[src/rtl/clkroot_pkg.sv]
// Package: register offsets, bit positions and change-flag indices
// shared by the clock root configuration bank.
package clkroot_pkg;
    localparam int ADDR_W        = 5;
    localparam logic [ADDR_W-1:0] OFS_CMD = 5'h00;
    localparam logic [ADDR_W-1:0] OFS_CFG = 5'h04;
    localparam logic [ADDR_W-1:0] OFS_M   = 5'h08;
    localparam logic [ADDR_W-1:0] OFS_N   = 5'h0C;
    localparam logic [ADDR_W-1:0] OFS_D   = 5'h10;

    localparam int BIT_UPD       = 0;
    localparam int BIT_FORCE     = 1;
    localparam int FLAG_LSB      = 4;
    localparam int BIT_OFF       = 31;
    localparam int SRC_LSB       = 8;
    localparam int SRC_W         = 3;
    localparam int MODE_LSB      = 12;
    localparam int MODE_W        = 2;
    localparam int HWC_BIT       = 20;
    localparam int NUM_MND       = 3;   // 0: M, 1: N, 2: D
    localparam int NUM_FLAGS     = 4;

    // Flag order in the command register is fixed: CFG, N, M, D.
    typedef enum logic [1:0] {
        FL_CFG = 2'd0,
        FL_N   = 2'd1,
        FL_M   = 2'd2,
        FL_D   = 2'd3
    } flag_idx_e;

    // Maps an M/N/D slot to its change-flag position.
    function automatic flag_idx_e mnd_flag(input int slot);
        case (slot)
            0:       return FL_M;
            1:       return FL_N;
            default: return FL_D;
        endcase
    endfunction

    // Byte offset of an M/N/D slot.
    function automatic logic [ADDR_W-1:0] mnd_ofs(input int slot);
        case (slot)
            0:       return OFS_M;
            1:       return OFS_N;
            default: return OFS_D;
        endcase
    endfunction
endpackage

[src/rtl/clkroot_stage.sv]
// Staged register file. It decodes bus writes to the configuration
// register and the three M/N/D registers and stores the masked fields.
// It also presents the incoming field values and per-register write hits,
// so that the commit logic can judge changes.
// Assumes: one write per strobe cycle, word-aligned byte offsets.
module clkroot_stage
    import clkroot_pkg::*;
#(
    parameter int PD_W  = 5,
    parameter int MND_W = 8
) (
    input  logic                             clk,
    input  logic                             rst_n,
    input  logic                             wr_en,
    input  logic [ADDR_W-1:0]                wr_addr,
    input  logic [31:0]                      wr_data,
    output logic                             hit_cfg,
    output logic [NUM_MND-1:0]               hit_mnd,
    output logic [PD_W-1:0]                  in_pre,
    output logic [SRC_W-1:0]                 in_src,
    output logic [MODE_W-1:0]                in_mode,
    output logic                             in_hwc,
    output logic [MND_W-1:0]                 in_mnd,
    output logic [PD_W-1:0]                  stg_pre,
    output logic [SRC_W-1:0]                 stg_src,
    output logic [MODE_W-1:0]                stg_mode,
    output logic                             stg_hwc,
    output logic [NUM_MND-1:0][MND_W-1:0]    stg_mnd
);
    // Field extraction from the write word.
    always_comb begin
        in_pre  = wr_data[PD_W-1:0];
        in_src  = wr_data[SRC_LSB +: SRC_W];
        in_mode = wr_data[MODE_LSB +: MODE_W];
        in_hwc  = wr_data[HWC_BIT];
        in_mnd  = wr_data[MND_W-1:0];
        hit_cfg = wr_en && (wr_addr == OFS_CFG);
    end

    // Configuration register storage.
    always_ff @(posedge clk) begin
        if (!rst_n) begin
            stg_pre  <= '0;
            stg_src  <= '0;
            stg_mode <= '0;
            stg_hwc  <= 1'b0;
        end else if (hit_cfg) begin
            stg_pre  <= in_pre;
            stg_src  <= in_src;
            stg_mode <= in_mode;
            stg_hwc  <= in_hwc;
        end
    end

    // One storage slot per M/N/D register.
    for (genvar s = 0; s < NUM_MND; s++) begin : g_mnd
        assign hit_mnd[s] = wr_en && (wr_addr == mnd_ofs(s));

        // Slot storage.
        always_ff @(posedge clk) begin
            if (!rst_n)          stg_mnd[s] <= '0;
            else if (hit_mnd[s]) stg_mnd[s] <= in_mnd;
        end
    end

    // staged values move only on a write strobe.
    a_r2_stage_hold: assert property (@(posedge clk) disable iff (!rst_n)
        !wr_en |=> $stable({stg_pre, stg_src, stg_mode, stg_hwc, stg_mnd}));
endmodule

[src/rtl/clkroot_commit.sv]
// Update handshake and active register set. An update request arms a
// pending flag. The first cycle with clk_stable high copies all staged
// fields to the active set and drops the pending flag. Change flags mark
// staged registers written with values that differ from the active
// setting, and a commit clears them.
// Assumes: clk_stable is synchronous to clk.
module clkroot_commit
    import clkroot_pkg::*;
#(
    parameter int PD_W  = 5,
    parameter int MND_W = 8
) (
    input  logic                             clk,
    input  logic                             rst_n,
    input  logic                             upd_set,
    input  logic                             clk_stable,
    input  logic                             hit_cfg,
    input  logic [NUM_MND-1:0]               hit_mnd,
    input  logic [PD_W-1:0]                  in_pre,
    input  logic [SRC_W-1:0]                 in_src,
    input  logic [MODE_W-1:0]                in_mode,
    input  logic                             in_hwc,
    input  logic [MND_W-1:0]                 in_mnd,
    input  logic [PD_W-1:0]                  stg_pre,
    input  logic [SRC_W-1:0]                 stg_src,
    input  logic [MODE_W-1:0]                stg_mode,
    input  logic                             stg_hwc,
    input  logic [NUM_MND-1:0][MND_W-1:0]    stg_mnd,
    output logic                             upd_pend,
    output logic [NUM_FLAGS-1:0]             flags,
    output logic [PD_W-1:0]                  act_pre,
    output logic [SRC_W-1:0]                 act_src,
    output logic [MODE_W-1:0]                act_mode,
    output logic                             act_hwc,
    output logic [NUM_MND-1:0][MND_W-1:0]    act_mnd
);
    localparam int CFG_W = PD_W + SRC_W + MODE_W + 1;

    logic                          commit;
    logic [CFG_W-1:0]              cfg_after;
    logic [NUM_MND-1:0][MND_W-1:0] mnd_after;
    logic [NUM_FLAGS-1:0]          flags_nxt;

    assign commit = upd_pend && clk_stable;

    // Active values as they stand after this edge, used to judge changes.
    always_comb begin
        cfg_after = commit ? {stg_pre, stg_src, stg_mode, stg_hwc}
                           : {act_pre, act_src, act_mode, act_hwc};
        mnd_after = commit ? stg_mnd : act_mnd;
    end

    // Next change-flag state: cleared by commit, set by differing writes.
    always_comb begin
        flags_nxt = commit ? '0 : flags;
        if (hit_cfg && ({in_pre, in_src, in_mode, in_hwc} != cfg_after))
            flags_nxt[FL_CFG] = 1'b1;
        for (int s = 0; s < NUM_MND; s++)
            if (hit_mnd[s] && (in_mnd != mnd_after[s]))
                flags_nxt[mnd_flag(s)] = 1'b1;
    end

    // Pending-update flag: a new request wins, a commit clears it.
    always_ff @(posedge clk) begin
        if (!rst_n) upd_pend <= 1'b0;
        else        upd_pend <= upd_set || (upd_pend && !clk_stable);
    end

    // Change-flag register.
    always_ff @(posedge clk) begin
        if (!rst_n) flags <= '0;
        else        flags <= flags_nxt;
    end

    // Active register set, loaded as a whole on commit.
    always_ff @(posedge clk) begin
        if (!rst_n) begin
            act_pre  <= '0;
            act_src  <= '0;
            act_mode <= '0;
            act_hwc  <= 1'b0;
            act_mnd  <= '0;
        end else if (commit) begin
            act_pre  <= stg_pre;
            act_src  <= stg_src;
            act_mode <= stg_mode;
            act_hwc  <= stg_hwc;
            act_mnd  <= stg_mnd;
        end
    end

    // a stable clock completes a pending update on the next edge.
    a_r3_update_done: assert property (@(posedge clk) disable iff (!rst_n)
        upd_pend && clk_stable && !upd_set |=> !upd_pend);

    // no stable clock means the active set holds and the request stays.
    a_r4_hold_active: assert property (@(posedge clk) disable iff (!rst_n)
        upd_pend && !clk_stable |=> upd_pend &&
        $stable({act_pre, act_src, act_mode, act_hwc, act_mnd}));

    // a commit with no coincident staged write leaves no flag set.
    a_r5_flags_clear: assert property (@(posedge clk) disable iff (!rst_n)
        upd_pend && clk_stable && !hit_cfg && (hit_mnd == '0) |=> (flags == '0));
endmodule

[src/rtl/clkroot_status.sv]
// Root control: it holds the force-enable bit, drives the root request
// and tracks whether the root is running. The root counts as running
// once the request and clk_stable have both been high at an edge.
// Assumes: cmd_wr is a single-cycle write to the command register.
module clkroot_status (
    input  logic clk,
    input  logic rst_n,
    input  logic cmd_wr,
    input  logic force_val,
    input  logic upd_pend,
    input  logic clk_stable,
    output logic force_en,
    output logic root_req,
    output logic root_off
);
    logic root_on_q;

    assign root_req = force_en || upd_pend;
    assign root_off = !root_on_q;

    // Force-enable bit, written through the command register.
    always_ff @(posedge clk) begin
        if (!rst_n)      force_en <= 1'b0;
        else if (cmd_wr) force_en <= force_val;
    end

    // Running indicator.
    always_ff @(posedge clk) begin
        if (!rst_n) root_on_q <= 1'b0;
        else        root_on_q <= root_req && clk_stable;
    end

    // no request means the root reads off after the next edge.
    a_r8_off_when_idle: assert property (@(posedge clk) disable iff (!rst_n)
        !root_req |=> root_off);

    // a request with a stable clock reads as running after the next edge.
    a_r8_on_when_stable: assert property (@(posedge clk) disable iff (!rst_n)
        root_req && clk_stable |=> !root_off);
endmodule

[src/rtl/clk_root_cfg_bank.sv]
// Top of the clock root configuration bank. It joins the staged register
// file, the commit handshake and the root control, and provides the
// combinational read mux of the register window.
// Assumes: bus_addr is a word-aligned byte offset, and reads have no side effect.
module clk_root_cfg_bank
    import clkroot_pkg::*;
#(
    parameter int PD_W  = 5,
    parameter int MND_W = 8
) (
    input  logic              clk,
    input  logic              rst_n,
    input  logic [4:0]        bus_addr,
    input  logic              bus_we,
    input  logic [31:0]       bus_wdata,
    output logic [31:0]       bus_rdata,
    input  logic              clk_stable,
    output logic              root_req,
    output logic [PD_W-1:0]   act_pre_div,
    output logic [2:0]        act_src_sel,
    output logic [1:0]        act_mode,
    output logic              act_hw_ctl,
    output logic [MND_W-1:0]  act_m,
    output logic [MND_W-1:0]  act_n,
    output logic [MND_W-1:0]  act_d
);
    logic                          cmd_wr, upd_set, upd_pend, force_en, root_off;
    logic                          hit_cfg;
    logic [NUM_MND-1:0]            hit_mnd;
    logic [PD_W-1:0]               in_pre, stg_pre;
    logic [SRC_W-1:0]              in_src, stg_src;
    logic [MODE_W-1:0]             in_mode, stg_mode;
    logic                          in_hwc, stg_hwc;
    logic [MND_W-1:0]              in_mnd;
    logic [NUM_MND-1:0][MND_W-1:0] stg_mnd, act_mnd;
    logic [NUM_FLAGS-1:0]          flags;

    assign cmd_wr  = bus_we && (bus_addr == OFS_CMD);
    assign upd_set = cmd_wr && bus_wdata[BIT_UPD];

    clkroot_stage #(.PD_W(PD_W), .MND_W(MND_W)) u_stage (
        .clk(clk), .rst_n(rst_n),
        .wr_en(bus_we), .wr_addr(bus_addr), .wr_data(bus_wdata),
        .hit_cfg(hit_cfg), .hit_mnd(hit_mnd),
        .in_pre(in_pre), .in_src(in_src), .in_mode(in_mode), .in_hwc(in_hwc),
        .in_mnd(in_mnd),
        .stg_pre(stg_pre), .stg_src(stg_src), .stg_mode(stg_mode),
        .stg_hwc(stg_hwc), .stg_mnd(stg_mnd)
    );

    clkroot_commit #(.PD_W(PD_W), .MND_W(MND_W)) u_commit (
        .clk(clk), .rst_n(rst_n),
        .upd_set(upd_set), .clk_stable(clk_stable),
        .hit_cfg(hit_cfg), .hit_mnd(hit_mnd),
        .in_pre(in_pre), .in_src(in_src), .in_mode(in_mode), .in_hwc(in_hwc),
        .in_mnd(in_mnd),
        .stg_pre(stg_pre), .stg_src(stg_src), .stg_mode(stg_mode),
        .stg_hwc(stg_hwc), .stg_mnd(stg_mnd),
        .upd_pend(upd_pend), .flags(flags),
        .act_pre(act_pre_div), .act_src(act_src_sel), .act_mode(act_mode),
        .act_hwc(act_hw_ctl), .act_mnd(act_mnd)
    );

    clkroot_status u_status (
        .clk(clk), .rst_n(rst_n),
        .cmd_wr(cmd_wr), .force_val(bus_wdata[BIT_FORCE]),
        .upd_pend(upd_pend), .clk_stable(clk_stable),
        .force_en(force_en), .root_req(root_req), .root_off(root_off)
    );

    assign act_m = act_mnd[0];
    assign act_n = act_mnd[1];
    assign act_d = act_mnd[2];

    // Read mux over the register window.
    always_comb begin
        bus_rdata = '0;
        case (bus_addr)
            OFS_CMD: begin
                bus_rdata[BIT_UPD]                   = upd_pend;
                bus_rdata[BIT_FORCE]                 = force_en;
                bus_rdata[FLAG_LSB +: NUM_FLAGS]     = flags;
                bus_rdata[BIT_OFF]                   = root_off;
            end
            OFS_CFG: begin
                bus_rdata[PD_W-1:0]                  = stg_pre;
                bus_rdata[SRC_LSB +: SRC_W]          = stg_src;
                bus_rdata[MODE_LSB +: MODE_W]        = stg_mode;
                bus_rdata[HWC_BIT]                   = stg_hwc;
            end
            OFS_M:   bus_rdata[MND_W-1:0] = stg_mnd[0];
            OFS_N:   bus_rdata[MND_W-1:0] = stg_mnd[1];
            OFS_D:   bus_rdata[MND_W-1:0] = stg_mnd[2];
            default: bus_rdata = '0;
        endcase
    end

    // an armed update always requests the root.
    a_r7_req_on_update: assert property (@(posedge clk) disable iff (!rst_n)
        upd_pend |-> root_req);

    // a write that sets force-enable raises the request on the next edge.
    a_r7_force_req: assert property (@(posedge clk) disable iff (!rst_n)
        cmd_wr && bus_wdata[BIT_FORCE] |=> root_req);
endmodule

[config.mk]
export PLATFORM = sky130hd
export DESIGN_NAME = clk_root_cfg_bank
export DESIGN_NICKNAME = d
export VERILOG_FILES = /design/src/rtl/clkroot_pkg.sv /design/src/rtl/clkroot_stage.sv /design/src/rtl/clkroot_commit.sv /design/src/rtl/clkroot_status.sv /design/src/rtl/clk_root_cfg_bank.sv
export SDC_FILE = /design/constraint.sdc
export NUM_CORES = 1
export LEC_CHECK = 0
export ABC_AREA = 0
export ABC_CLOCK_PERIOD_IN_PS = 1600
export BUFFER_PORTS_ARGS = -buffer_cell sky130_fd_sc_hd__buf_4
export CAP_MARGIN = 20
export CORE_MARGIN = 2
export CORE_UTILIZATION = 49
export CTS_CLUSTER_SIZE = 14
export DETAILED_ROUTE_END_ITERATION = 16
export HOLD_SLACK_MARGIN = 0.15
export PLACE_DENSITY = 0.75
export SLEW_MARGIN = 25
export SYNTH_ARGS = -nofsm -noshare
export SYNTH_HDL_FRONTEND = slang
export SYNTH_HIERARCHICAL = 1
export SYNTH_SLANG_ARGS = --single-unit
[constraint.sdc]
create_clock -name clk -period 1.6 [get_ports clk]
set_input_delay 0.16 -clock clk [delete_from_list [all_inputs] [get_ports clk]]
set_output_delay 0.16 -clock clk [all_outputs]
set_load 0.005 [all_outputs]
### After elaboration in Yosys (flattened, before gate mapping)

Cells that the tools add are included.
W data, S select, Z words.

| operators by class | value |
|---|---|
| equal/unequal tests | 8 |
| bitwise gates (word level) | 3 |
| mux-type cells | 24 |
| reductions and logical operators | 21 |
| $lt $le $gt $ge | 6 |

Operators by type and width:

| operator | count |
|---|---|
| $mux W24 | 1 |
| $ne A8 B8 Y1 | 3 |
| $logic_and A1 B1 Y1 | 16 |
| $mux W4 | 4 |
| $or A4 B4 Y4 | 3 |
| $pmux W3 S4 | 1 |
| $mux W11 | 1 |
| $ne A11 B11 Y1 | 1 |
| $eq A5 B4 Y1 const B | 2 |
| $pmux W2 S5 | 1 |
| $lt A2 B3 Y1 const B | 3 |
| $mux W2 | 4 |
| $pmux W2 S4 | 1 |
| $demux W1 S2 | 3 |
| $ge A2 B1 Y1 const B | 3 |
| $mux W1 | 6 |
| $eq A5 B3 Y1 const B | 1 |
| $eq A5 B5 Y1 const B | 1 |
| $logic_not A5 Y1 | 1 |
| $pmux W1 S5 | 1 |
| $mux W3 | 1 |
| $logic_not A1 Y1 | 2 |
| $logic_or A1 B1 Y1 | 2 |

| word-level totals | value |
|---|---|
| input bits | 41 |
| output and inout bits | 68 |
| word-level logic and storage cells | 80 |
| bits in registers | 77 |

### Logic depth before layout (Yosys ltp)

Gate-level depths: netlist of the first run.

| logic depth | value |
|---|---|
| word-level depth | 15 |
| depth in mapped cells | 7 |
| gate-level depth less buffers | 5 |

### By module

Netlist of the first run, hierarchy kept.

Modules (own cells, without submodules):

| module | area an instance (µm²) | cells each | times used |
|---|---|---|---|
| clkroot_commit | 2,311.0 | 296 | 1 |
| clkroot_stage | 1,520.2 | 155 | 1 |
| clk_root_cfg_bank | 540.5 | 74 | 1 |
| clkroot_status | 72.6 | 7 | 1 |

### Worst setup path after synthesis of the first run

No wires, ideal clock.

| timing path | value |
|---|---|
| path kind | flip-flop to flip-flop |
| start point | reg u_commit.upd_pend |
| end point | reg u_commit.flags[2] |
| data arrival time | 1,423 ps |
| library setup time | 140 ps |
| data required time | 1,460 ps |
| setup slack | 37 ps |
| stages on the path, launching flop included | 7 |
| path through | dfxtp_1 and2_4 buf_8 mux2i_1 nor2_1 a2111oi_0 a311oi_1 |

| on the way | value |
|---|---|
| word-level cells in the longest chain between the ends | 9 |
| elaborated cells between the ends (all ways) | 15 |
| classes of those cells | eq/ne: 3; mux: 5; bitwise: 3; reduce/logical: 4 |

Ends and longest elaborated chain:

| what | RTL line | source |
|---|---|---|
| from (decl) | clkroot_commit.sv:29 | `output logic upd_pend,` |
| from (signal assigned) | clkroot_commit.sv:66 | `else upd_pend <= upd_set \|\| (upd_pend && !clk_stable);` |
| $logic_and A1 B1 Y1 * | clkroot_commit.sv:44 | `assign commit = upd_pend && clk_stable;` |
| $mux W24 | n/a |  |
| $ne A8 B8 Y1 | clkroot_commit.sv:59 | `if (hit_mnd[s] && (in_mnd != mnd_after[s]))` |
| $logic_and A1 B1 Y1 | clkroot_commit.sv:59 |  |
| $mux W4 | clkroot_commit.sv:59 |  |
| $or A4 B4 Y4 (no line) | n/a |  |
| $mux W4 | clkroot_commit.sv:59 |  |
| $or A4 B4 Y4 (no line) | n/a |  |
| $mux W4 * | clkroot_commit.sv:59 |  |
| to (signal assigned) | clkroot_commit.sv:72 | `else flags <= flags_nxt;` |
| to (decl) | clkroot_commit.sv:30 | `output logic [NUM_FLAGS-1:0] flags,` |

Mark *: on every way between the ends. The rest lies on a longest branch, timed or not.
A chain may end at the register's enable or synchronous reset.

### Worst setup path in the final report of the first run

Same ends and word-level chain as after synthesis.

==> flow_metrics.tcl, run 1 <==
set metrics [dict create \
    status "finished with violations" \
    violations "negative setup slack" \
    grt_max_degree 41 \
    fmax_ghz 0.613 \
    slowest_delay_ns 0.43 \
    hold_violations 0 \
    cp_slowest_cell "dfxtp_4" \
    clock_latency_ns 0.35 \
    num_rows 34 \
    ys_ff_latch 77 \
    avgViaCountPerCell 5.89 \
    synth-main-ff-cell "dfxtp_1" \
    maxCapViolations 0 \
    postPlaceCellArea_um2 5100 \
    fin_crit_ns 1.63 \
    pin_count 109 \
    grt_pass1_vias 4229 \
    final_max_slew_viol_count 0 \
    wirelength_um 13900 \
    seq_area_frac_synth_pct 34.7 \
    rsz0062_at_grt "yes" \
    crit_path_end_kind "register" \
    clkSinkCount 77 \
    yosysTopAreaCellShare_pct 34.7 \
    final_nets 673 \
    die_w_um 99.2 \
    layout-drive-gt1-share_pct 29.0 \
    overflow 0 \
    synth_area_um2 4440 \
    dr.pass1.iters 5 \
    synthTopCellsByArea "dfxtp_1 (35%), mux2i_1 (13%), nand2_1 (8.2%)" \
    place_ws_ns -0.183 \
    grt_first_pass_wirelength_um 21500 \
    clock_skew_ns 0.00844 \
    drc 0 \
    die-area_um2 9850 \
    portBuffers 73 \
    path_clk_slew_ns 0.08 \
    clock_path_buffers 2 \
    synth_xor_area_share_pct 2.36 \
    synth-simple-area-share_pct 21.0 \
    synthMuxAreaShare_pct 12.6 \
    synthTopCellsByCount "nand2_1 (97), dfxtp_1 (77), mux2i_1 (56)" \
    gp_congestion 0.969 \
    via_count 4388 \
    ir_worst_vdd_v 0.000420 \
    synthAdderAreaFrac_pct 0 \
    design_area_um2 5670 \
    wl_per_cell_um 18.6 \
    fin_crit_sh_pct 102 \
    postRouteAntennaNets 0 \
    root_buffer "clkbuf_8" \
    ys_warn_count 6 \
    n_antenna_cell 0 \
    critical_path_buf_inv_count 0 \
    cts_made_buffers 9 \
    synth_cells 532 \
    drt_iter0_drc 343 \
    synth-compound-area-share_pct 17.0 \
    setup_viol 3 \
    area_growth_syn_to_layout_pct 27.5 \
    dpl.hpwl_um 9770 \
    path_class "register to register" \
    cp.arrival_ns 1.86 \
    fin_ws_ns -0.0314 \
    fin_util_pct 64.6 \
    p_leak_nw 2.42 \
    antenna_found_initial 0 \
    worstPathCellList "and2_4 -> nand2_1 -> o221a_1 -> a2111oi_4 -> a311oi_1" \
    cts_max_level 3 \
    synth_edf_count 0 \
    grt_use_total_pct 27.8 \
    critPathRequiredTime_ns 1.83 \
    yosysMostFrequentCell "nand2_1" \
    yosysTopAreaCell "dfxtp_1" \
    ys_types 70 \
    syn_area_per_cell_um2 8.35 \
    start_util_pct 50.7 \
    core_area_um2 8760 \
    hold_class "primary input to register" \
    cts_tree "done" \
    synth_top_family_by_area "simple AND/OR/NAND/NOR gates" \
    async_flop_share_pct 0 \
    startpoint_type "register" \
    fin_setup_tns_ns -0.0476 \
    powerDensity_nw_per_um2 674 \
    cp_max_fo 6 \
    fp.dieH_um 99.2 \
    crit_family "compound AO/OA/AOI/OAI gates" \
    power_mw 3.82 \
    fill_cells 732 \
]
-- metrics by stage --
stage                     cells  hold slack, ns
after floorplan             548           0.288
after global placement      713           0.426
after detailed placement    713           0.431
after CTS                   743           0.167
after global routing        745           0.179
final                       745           0.178
-- report_power, final --
part | leakage, nW | internal (mW) | total, mW | switching [mW]
logic | 1.70 | 0.164 | 0.407 | 0.242
registers | 0.624 | 1.92 | 1.93 | 0.0114
clock network | 0.0964 | 0.760 | 1.48 | 0.723
total | 2.42 | 2.84 | 3.82 | 0.977
-- state kept, by name, summed over array words and instances (netlist names) --
signal / count
u_commit/act_hwc: 1
u_commit/act_mnd: 24
u_commit/act_mode: 2
u_commit/act_pre: 5
u_commit/act_src: 3
u_commit/flags: 4
u_commit/upd_pend: 1
u_stage/stg_hwc: 1
u_stage/stg_mnd: 24
u_stage/stg_mode: 2
u_stage/stg_pre: 5
u_stage/stg_src: 3
u_status/force_en: 1
u_status/root_on_q: 1
-- cell type report --
class | instances | area, um^2 | share of cell area (%)
multi-input cells | 381 | 2630 | 46.3
inverters | 30 | 114 | 2.01
clock buffers | 12 | 145 | 2.56
clock inverters | 4 | 47.5 | 0.839
well taps | 108 | 135 | 2.39
repair buffers | 133 | 1040 | 18.4
flip-flops and latches | 77 | 1560 | 27.5
-- final timing paths --
check                                                    start                               to  slack, ns  cells after the start
worst min register to register  u_commit/act_mnd[3]$_SDFF_PN0_   u_commit/act_mnd[3]$_SDFF_PN0_       0.50                      2
worst max-delay path              u_commit/upd_pend$_SDFF_PN0_   u_commit/flags[2]$_SDFFE_PN0P_      -0.03                      5
worst max register to register    u_commit/upd_pend$_SDFF_PN0_   u_commit/flags[2]$_SDFFE_PN0P_      -0.03                      5
worst min-delay path                                     rst_n  u_stage/stg_src[1]$_SDFFE_PN0P_       0.18                      3
-- worst register-to-register path, stage by stage, from the launching register on --
cell and delay (ns):
dfxtp_4 0.43, and2_4 0.27, nand2_1 0.11, o221a_1 0.28, a2111oi_4 0.29, a311oi_1 0.13
-- cell families (layout without fill, tap and decap cells) --
family                 after synthesis  after routing
AO/OA/AOI/OAI                      106            106
XOR/XNOR                            12             12
other                                1             17
AND/OR/NAND/NOR                    188            190
flip-flops                          77             77
buffers and inverters               92            179
multiplexers                        56             56
-- metal layers --
layer | GRT usage [%] | part of all wire [%]
met2 | 45.3 | 48
met3 | 6.54 | 8.9
met5 | 0 | 0
met4 | 13.7 | 3.6
met1 | 34.5 | 39
-- repair_timing --
action / in CTS / in global routing
buffers inserted: 7 / 1
hold buffers: 7 / 0
hold endpoints to repair: 7 / 0
resized for setup: 24 / 34
pin swaps: 7 / 13
endpoints found under the setup margin: 6 / 8
gates cloned: 1 / 2
-- placed cells by master, fill, tap and decap left out, types with 3 or more instances in the layout --
| cell | count |
|---|---|
| conb_1 | 17 |
| o22ai_1 | 8 |
| a221oi_2 | 6 |
| a2bb2oi_1 | 3 |
| nand2_1 | 97 |
| nor2_1 | 20 |
| mux2i_4 | 3 |
| nor2b_1 | 16 |
| nand3b_1 | 7 |
| clkbuf_8 | 10 |
| buf_4 | 118 |
| a21oi_1 | 36 |
| xnor2_1 | 7 |
| dlygate4sd3_1 | 7 |
| and2_1 | 9 |
| xor2_1 | 5 |
| and3_1 | 3 |
| buf_6 | 6 |
| dfxtp_1 | 70 |
| mux2i_1 | 50 |
| mux2i_2 | 3 |
| nand3_1 | 5 |
| a311oi_1 | 4 |
| and2_4 | 4 |
| dfxtp_2 | 5 |
| o21ai_0 | 3 |
| nor3_1 | 8 |
| inv_1 | 29 |
| a22oi_1 | 3 |
| nand2b_1 | 3 |
| clkinv_2 | 3 |
Note: power is estimated with default switching activity, not from simulation.
==> inputs of run 2 (changes only) <==
- BUFFER_PORTS_ARGS: -buffer_cell sky130_fd_sc_hd__buf_4 -> unset
- CELL_PAD_IN_SITES_DETAIL_PLACEMENT: unset -> 1
- CELL_PAD_IN_SITES_GLOBAL_PLACEMENT: unset -> 1
- CORE_UTILIZATION: 49 -> 42
- DONT_BUFFER_PORTS: unset -> 1
- PLACE_DENSITY: 0.75 -> 0.74
==> run 2 against run 1 <==
  * The run still ends with negative setup slack left
  * Combinational power decreased by 21%
  * Wire length increased by 20%
  * Cell count decreased by 3.9%
  * Final area decreased by 5.8%
  * Sequential share of layout area increased by 1.5 points
  * Setup slack got worse by 0.11 ns
  * Global-route usage increased by 0.47 points
  * Total power decreased by 0.64%
  * Register-to-register slack got worse by 0.11 ns
  * Sequential power about the same
  * Critical endpoint unchanged
==> flow_metrics.tcl, run 2 (synthesis results as in run 1) <==
set metrics [dict create \
    maxCapViolations 0 \
    r2r-start "u_commit/upd_pend$_SDFF_PN0_" \
    cts_tree "done" \
    violations "negative setup slack" \
    ir_worst_vdd_v 0.000623 \
    startpoint_type "register" \
    drt_iter0_drc 296 \
    rsz0062_at_grt "yes" \
    tightest_slew_ns 0.518 \
    fin_crit_sh_pct 109 \
    grt_max_degree 49 \
    layout-drive-gt1-share_pct 16.7 \
    drc 0 \
    rr_worst_depth 6 \
    status "finished with violations" \
    grt_first_pass_wirelength_um 24600 \
    die_w_um 107 \
    n_antenna_cell 0 \
    grt_use_total_pct 28.3 \
    powerDensity_nw_per_um2 711 \
    top_regs "u_commit/act_mnd x24, u_stage/stg_mnd x24" \
    power_mw 3.80 \
    dr.pass1.iters 4 \
    overflow 0 \
    area_growth_syn_to_layout_pct 20.1 \
    via_count 4227 \
    design_area_um2 5340 \
    path_clk_slew_ns 0.09 \
    maxSlewHeadroom_pct 65.2 \
    fp.dieH_um 107 \
    postRouteAntennaNets 0 \
    postPlaceCellArea_um2 4590 \
    start_util_pct 43.2 \
    p_leak_nw 2.15 \
    antenna_found_initial 0 \
    wirelength_um 16700 \
    crit_path_end_kind "register" \
    final_max_slew_viol_count 0 \
    dpl.hpwl_um 10600 \
    setup_viol 4 \
    core_area_um2 10300 \
    hp-start "bus_addr[3]" \
    hold_class "primary input to register" \
    cp.arrival_ns 1.97 \
    cp_max_fo 5 \
    avgViaCountPerCell 5.90 \
    gp_congestion 0.878 \
    root_buffer "clkbuf_8" \
    mostFrequentLayoutCell "nand2_1" \
    layout_common_cells "nand2_1 (97), dfxtp_1 (75), mux2i_1 (53)" \
    fmax_ghz 0.575 \
    clkSinkCount 77 \
    cts_made_buffers 9 \
    whs_endpoint "u_stage/stg_mnd[10]$_SDFFE_PN0P_" \
    path_class "register to register" \
    final_nets 616 \
    fin_crit_ns 1.74 \
    worstHoldPathCells 2 \
    portBuffers 0 \
    cts_max_level 3 \
    clock_skew_ns 0.0139 \
    fin_ws_ns -0.139 \
    die-area_um2 11400 \
    clock_latency_ns 0.36 \
    clock_path_buffers 2 \
    critPathRequiredTime_ns 1.83 \
    wl_per_cell_um 23.3 \
    hold_violations 0 \
    pin_count 109 \
    grt_pass1_vias 4506 \
    worstReg2RegEnd "u_commit/flags[2]$_SDFFE_PN0P_" \
    reg2reg_slack_ns -0.14 \
    num_rows 37 \
]
==> run 2: layout make-up <==
| class | instances | area, um^2 |
|---|---|---|
| Fill cell | 1238 | 4940 |
| Timing Repair Buffer | 77 | 724 |
| Clock buffer | 10 | 128 |
| Tap cell | 136 | 170 |
| Sequential cell | 77 | 1550 |
| Multi-Input combinational cell | 380 | 2580 |
| Inverter | 30 | 114 |
| Clock inverter | 6 | 68.8 |
==> run 2: timing repair <==
action,in CTS,in global routing
cloned,2,1
resized for setup,18,16
buffers inserted,2,0
setup endpoints to repair,5,6
hold buffers,30,0
endpoints found under the hold margin,44,0
pin swaps,6,8
==> run 2: metrics by stage <==
| step | util [%] | hold slack (ns) | TNS [ns] | instances | worst slack (ns) |
|---|---|---|---|---|---|
| 2_1_floorplan | - | 0.288 | 0 | 548 | 0.0368 |
| 3_3_place_gp | 44.6 | 0.295 | -0.307 | 666 | -0.0964 |
| 3_5_place_dp | 44.6 | 0.305 | -0.556 | 666 | -0.240 |
| 4_1_cts | 50.9 | 0.166 | -0.136 | 715 | -0.0580 |
| 5_1_grt | 51.9 | 0.163 | -0.596 | 716 | -0.222 |
| 6_report | 51.9 | 0.175 | -0.319 | 716 | -0.139 |
==> run 2: worst max-delay path, cell delays in order (launching register included) <==
cell and delay (ns):
dfxtp_4 0.42, and2_4 0.23, buf_6 0.12, mux2i_4 0.23, o221ai_2 0.17, a2111oi_4 0.31
a311oi_1 0.13
==> run 2: worst max path at each step <==
stage | startpoint | endpoint | slack [ns] | cells after the start
finish | u_commit/upd_pend$_SDFF_PN0_ | u_commit/flags[2]$_SDFFE_PN0P_ | -0.14 | 6
global route | u_commit/upd_pend$_SDFF_PN0_ | u_commit/flags[2]$_SDFFE_PN0P_ | -0.22 | 6
CTS | u_commit/upd_pend$_SDFF_PN0_ | u_commit/flags[1]$_SDFFE_PN0P_ | -0.06 | 6
detailed placement | u_commit/upd_pend$_SDFF_PN0_ | u_commit/flags[0]$_SDFF_PN0_ | -0.24 | 6
global placement | u_commit/upd_pend$_SDFF_PN0_ | u_commit/flags[0]$_SDFF_PN0_ | -0.1 | 6
floorplan | u_commit/upd_pend$_SDFF_PN0_ | u_commit/flags[2]$_SDFFE_PN0P_ | 0.04 | 6
==> run 2: power breakdown <==
part           leakage, nW  total (mW)  internal [mW]  switching [mW]
clock               0.0973        1.54          0.733           0.810
sequential           0.622        1.93           1.92          0.0112
combinational         1.43       0.320          0.142           0.178
==> run 2: metal layers <==
layer  routed length (um)  global-route usage (%)
met3                 1210                    5.65
met5                    0                       0
met1                 6730                    34.6
met4                  465                    9.93
met2                 8250                    49.2
==> inputs of run 3 (changes only) <==
- CTS_CLUSTER_DIAMETER: unset -> 40
- HOLD_SLACK_MARGIN: 0.15 -> unset
- PLACE_DENSITY: 0.74 -> 0.73
- SYNTH_HIERARCHICAL: 1 -> unset
==> run 3 against run 2 <==
  * The run now ends clean
  * Largest cell class unchanged
  * Critical endpoint is now bus_rdata[6]
  * Register-to-register slack better by 0.16 ns
  * Sequential power about the same
  * Clock skew down 0.0031 ns
  * Core utilization down 1.9 points
==> flow_metrics.tcl, run 3 <==
set metrics [dict create \
    die_w_um 104 \
    ys_types 50 \
    crit_family "simple AND/OR/NAND/NOR gates" \
    fill_cells 1163 \
    cp_slowest_cell "or4_1" \
    setup_viol 0 \
    final_max_slew_viol_count 0 \
    rr_worst_depth 6 \
    cp_max_fo 7 \
    seqCellArea_um2 1550 \
    drt_iter0_drc 230 \
    tightest_slew_ns 0.513 \
    clock_latency_ns 0.36 \
    dr.pass1.iters 4 \
    grt_first_pass_wirelength_um 21400 \
    slowest_delay_ns 0.69 \
    num_rows 36 \
    startpoint_type "primary input" \
    path_class "primary input to primary output" \
    yosysTopAreaCell "dfxtp_1" \
    multi_input_area_um2 2530 \
    grt_use_met2_pct 43.0 \
    clock_skew_ns 0.0108 \
    async_flop_share_pct 0 \
    die-area_um2 10900 \
    grt_pass1_vias 3915 \
    area_growth_syn_to_layout_pct 15.5 \
    cts_max_level 3 \
    layout_common_cells "nand2_1 (77), dfxtp_1 (75), nor2b_1 (47)" \
    synth_edf_count 0 \
    synth_cells 498 \
    top_regs "u_commit.act_mnd x24, u_stage.stg_mnd x24" \
    clock_path_buffers 2 \
    portBuffers 0 \
    wl_per_cell_um 21.0 \
    mostFrequentLayoutCell "nand2_1" \
    dpl.hpwl_um 8930 \
    use_met1_pct 30.7 \
    worstPathCellList "or4_1 -> o21ai_0 -> buf_4" \
    top_usage_layer "met2" \
    rsz0062_at_grt "yes" \
    worstHoldPathCells 2 \
    r2r-start "u_commit.upd_pend$_SDFF_PN0_" \
    worstReg2RegEnd "u_commit.flags[0]$_SDFF_PN0_" \
    hold_violations 0 \
    syn_area_per_cell_um2 8.50 \
    crit_path_end_kind "primary output" \
    yosysTopAreaCellShare_pct 36.4 \
    ys_ff_latch 77 \
    ys_warn_count 0 \
    synthTopCellsByCount "dfxtp_1 (77), nand2_1 (77), nor2b_1 (47)" \
    n_antenna_cell 0 \
    critical_path_buf_inv_count 1 \
    postRouteAntennaNets 0 \
    hp-start "bus_wdata[9]" \
    fmax_ghz 0.627 \
    seq_area_frac_synth_pct 36.4 \
    path_clk_slew_ns 0.08 \
    drc 0 \
    synthTopCellsByArea "dfxtp_1 (36%), mux2i_1 (9.7%), nor2b_1 (6.9%)" \
    fin_ws_ns 0.00546 \
    avgViaCountPerCell 5.64 \
    fin_setup_tns_ns 0 \
    whs_endpoint "u_stage.stg_src[1]$_SDFFE_PN0P_" \
    maxCapViolations 0 \
    cts_tree "done" \
    place_ws_ns -0.191 \
    overflow 0 \
    synth-main-ff-cell "dfxtp_1" \
    grt_use_total_pct 25.3 \
    status "finished, final reports clean" \
    ir_worst_vdd_v 0.000329 \
    maxSlewHeadroom_pct 65.5 \
    grt_max_degree 78 \
    start_util_pct 43.3 \
    wirelength_um 13800 \
    fin_crit_sh_pct 99.7 \
    fin_crit_ns 1.59 \
    layout-drive-gt1-share_pct 13.7 \
    hold_class "primary input to register" \
    powerDensity_nw_per_um2 722 \
    antenna_found_initial 0 \
    final_nets 561 \
    synth_area_um2 4230 \
    core_area_um2 9770 \
    p_leak_nw 1.94 \
    critPathRequiredTime_ns 1.44 \
    use_met3_pct 6.08 \
    pin_count 109 \
    cts_made_buffers 9 \
    gp_congestion 0.873 \
    clkSinkCount 77 \
    fp.dieH_um 104 \
    root_buffer "clkbuf_8" \
    via_count 3714 \
    reg2reg_slack_ns 0.02 \
    cp.arrival_ns 1.43 \
]
## run 3: cell count changes in the layout (fill, tap and decap cells not counted), moves of 7 or more
| cell | delta |
|---|---|
| xnor2_1 | +13 |
| and2_1 | +8 |
| mux2i_1 | -17 |
| nor2b_1 | +31 |
| inv_1 | -23 |
| buf_4 | -17 |
| xor2_1 | +9 |
| dlygate4sd3_1 | -14 |
| o22ai_1 | -7 |
| a21boi_0 | +25 |
| nand2_1 | -20 |
| a21oi_1 | -21 |
## run 3: worst register-to-register path, delay by kind of cell (launching register included)
family | cells | cell delay [ns]
xor+xnor | 1 | 0.11
mux | 1 | 0.24
flops | 1 | 0.38
buf+inv | 1 | 0.16
compound gates | 1 | 0.12
simple gates | 2 | 0.47
## run 3: power breakdown
part / switching [mW] / leakage [nW] / internal (mW) / total [mW]
Combinational: 0.134 / 1.24 / 0.130 / 0.264
Sequential: 0.0101 / 0.622 / 1.92 / 1.93
Clock: 0.775 / 0.0743 / 0.558 / 1.33
Total: 0.919 / 1.94 / 2.61 / 3.53
## run 3: worst max-delay path by stage
| stage | from | slack [ns] | cells past startpoint | endpoint |
|---|---|---|---|---|
| final | bus_addr[4] | 0.005 | 3 | bus_rdata[6] |
| after global routing | u_commit.upd_pend$_SDFF_PN0_ | -0.04 | 6 | u_commit.flags[0]$_SDFF_PN0_ |
| after CTS | u_commit.upd_pend$_SDFF_PN0_ | 0.001 | 6 | u_commit.flags[0]$_SDFF_PN0_ |
| after detailed placement | u_commit.upd_pend$_SDFF_PN0_ | -0.19 | 5 | u_commit.flags[2]$_SDFFE_PN0P_ |
| after global placement | u_commit.upd_pend$_SDFF_PN0_ | -0.05 | 6 | u_commit.flags[2]$_SDFFE_PN0P_ |
| after floorplan | u_commit.upd_pend$_SDFF_PN0_ | 0.14 | 7 | u_commit.flags[1]$_SDFFE_PN0P_ |
## run 3: cell families after synthesis
| logic type | after synthesis | synth area share [%] |
|---|---|---|
| multiplexers | 41 | 9.70 |
| AND/OR/NAND/NOR | 189 | 23.0 |
| AO/OA/AOI/OAI | 98 | 16.6 |
| flip-flops | 77 | 36.4 |
| XOR/XNOR | 34 | 7.04 |
| other | 1 | 0.0886 |
| buffers and inverters | 58 | 7.21 |
## run 3: metal layers
metal,vias up,routed length (um),share of wire (%)
met4,0,342,2.5
met1,1860,5520,40
li1,1709,-,-
met3,22,1060,7.7
met5,-,0,0
met2,123,6910,50
## run 3: timing repair
item	4_1_cts	5_1_grt
gates resized for setup	19	7
pin swaps	2	0
buffers inserted	0	5
setup endpoints to repair	3	4
endpoints found under the hold margin	77	0
hold buffers	15	0
gates cloned	1	0
## run 3: metrics by stage
step,area [um^2],utilization [%],hold slack [ns],instances,power (mW)
5_1_grt,4890,50.0,0.0193,658,3.64
2_1_floorplan,4290,-,0.306,514,2.20
3_5_place_dp,4380,44.8,0.290,621,2.16
3_3_place_gp,4380,44.8,0.291,621,2.15
4_1_cts,4820,49.3,0.00852,653,3.53
6_report,4890,50.0,0.00117,658,3.53
## run 3: cell type report
class / instances / area share, %
Multi-Input combinational cell: 379 / 51.8
Clock inverter: 6 / 0.819
Sequential cell: 77 / 31.6
Clock buffer: 10 / 2.61
Inverter: 7 / 0.537
Tap cell: 133 / 3.40
Timing Repair Buffer: 46 / 9.19
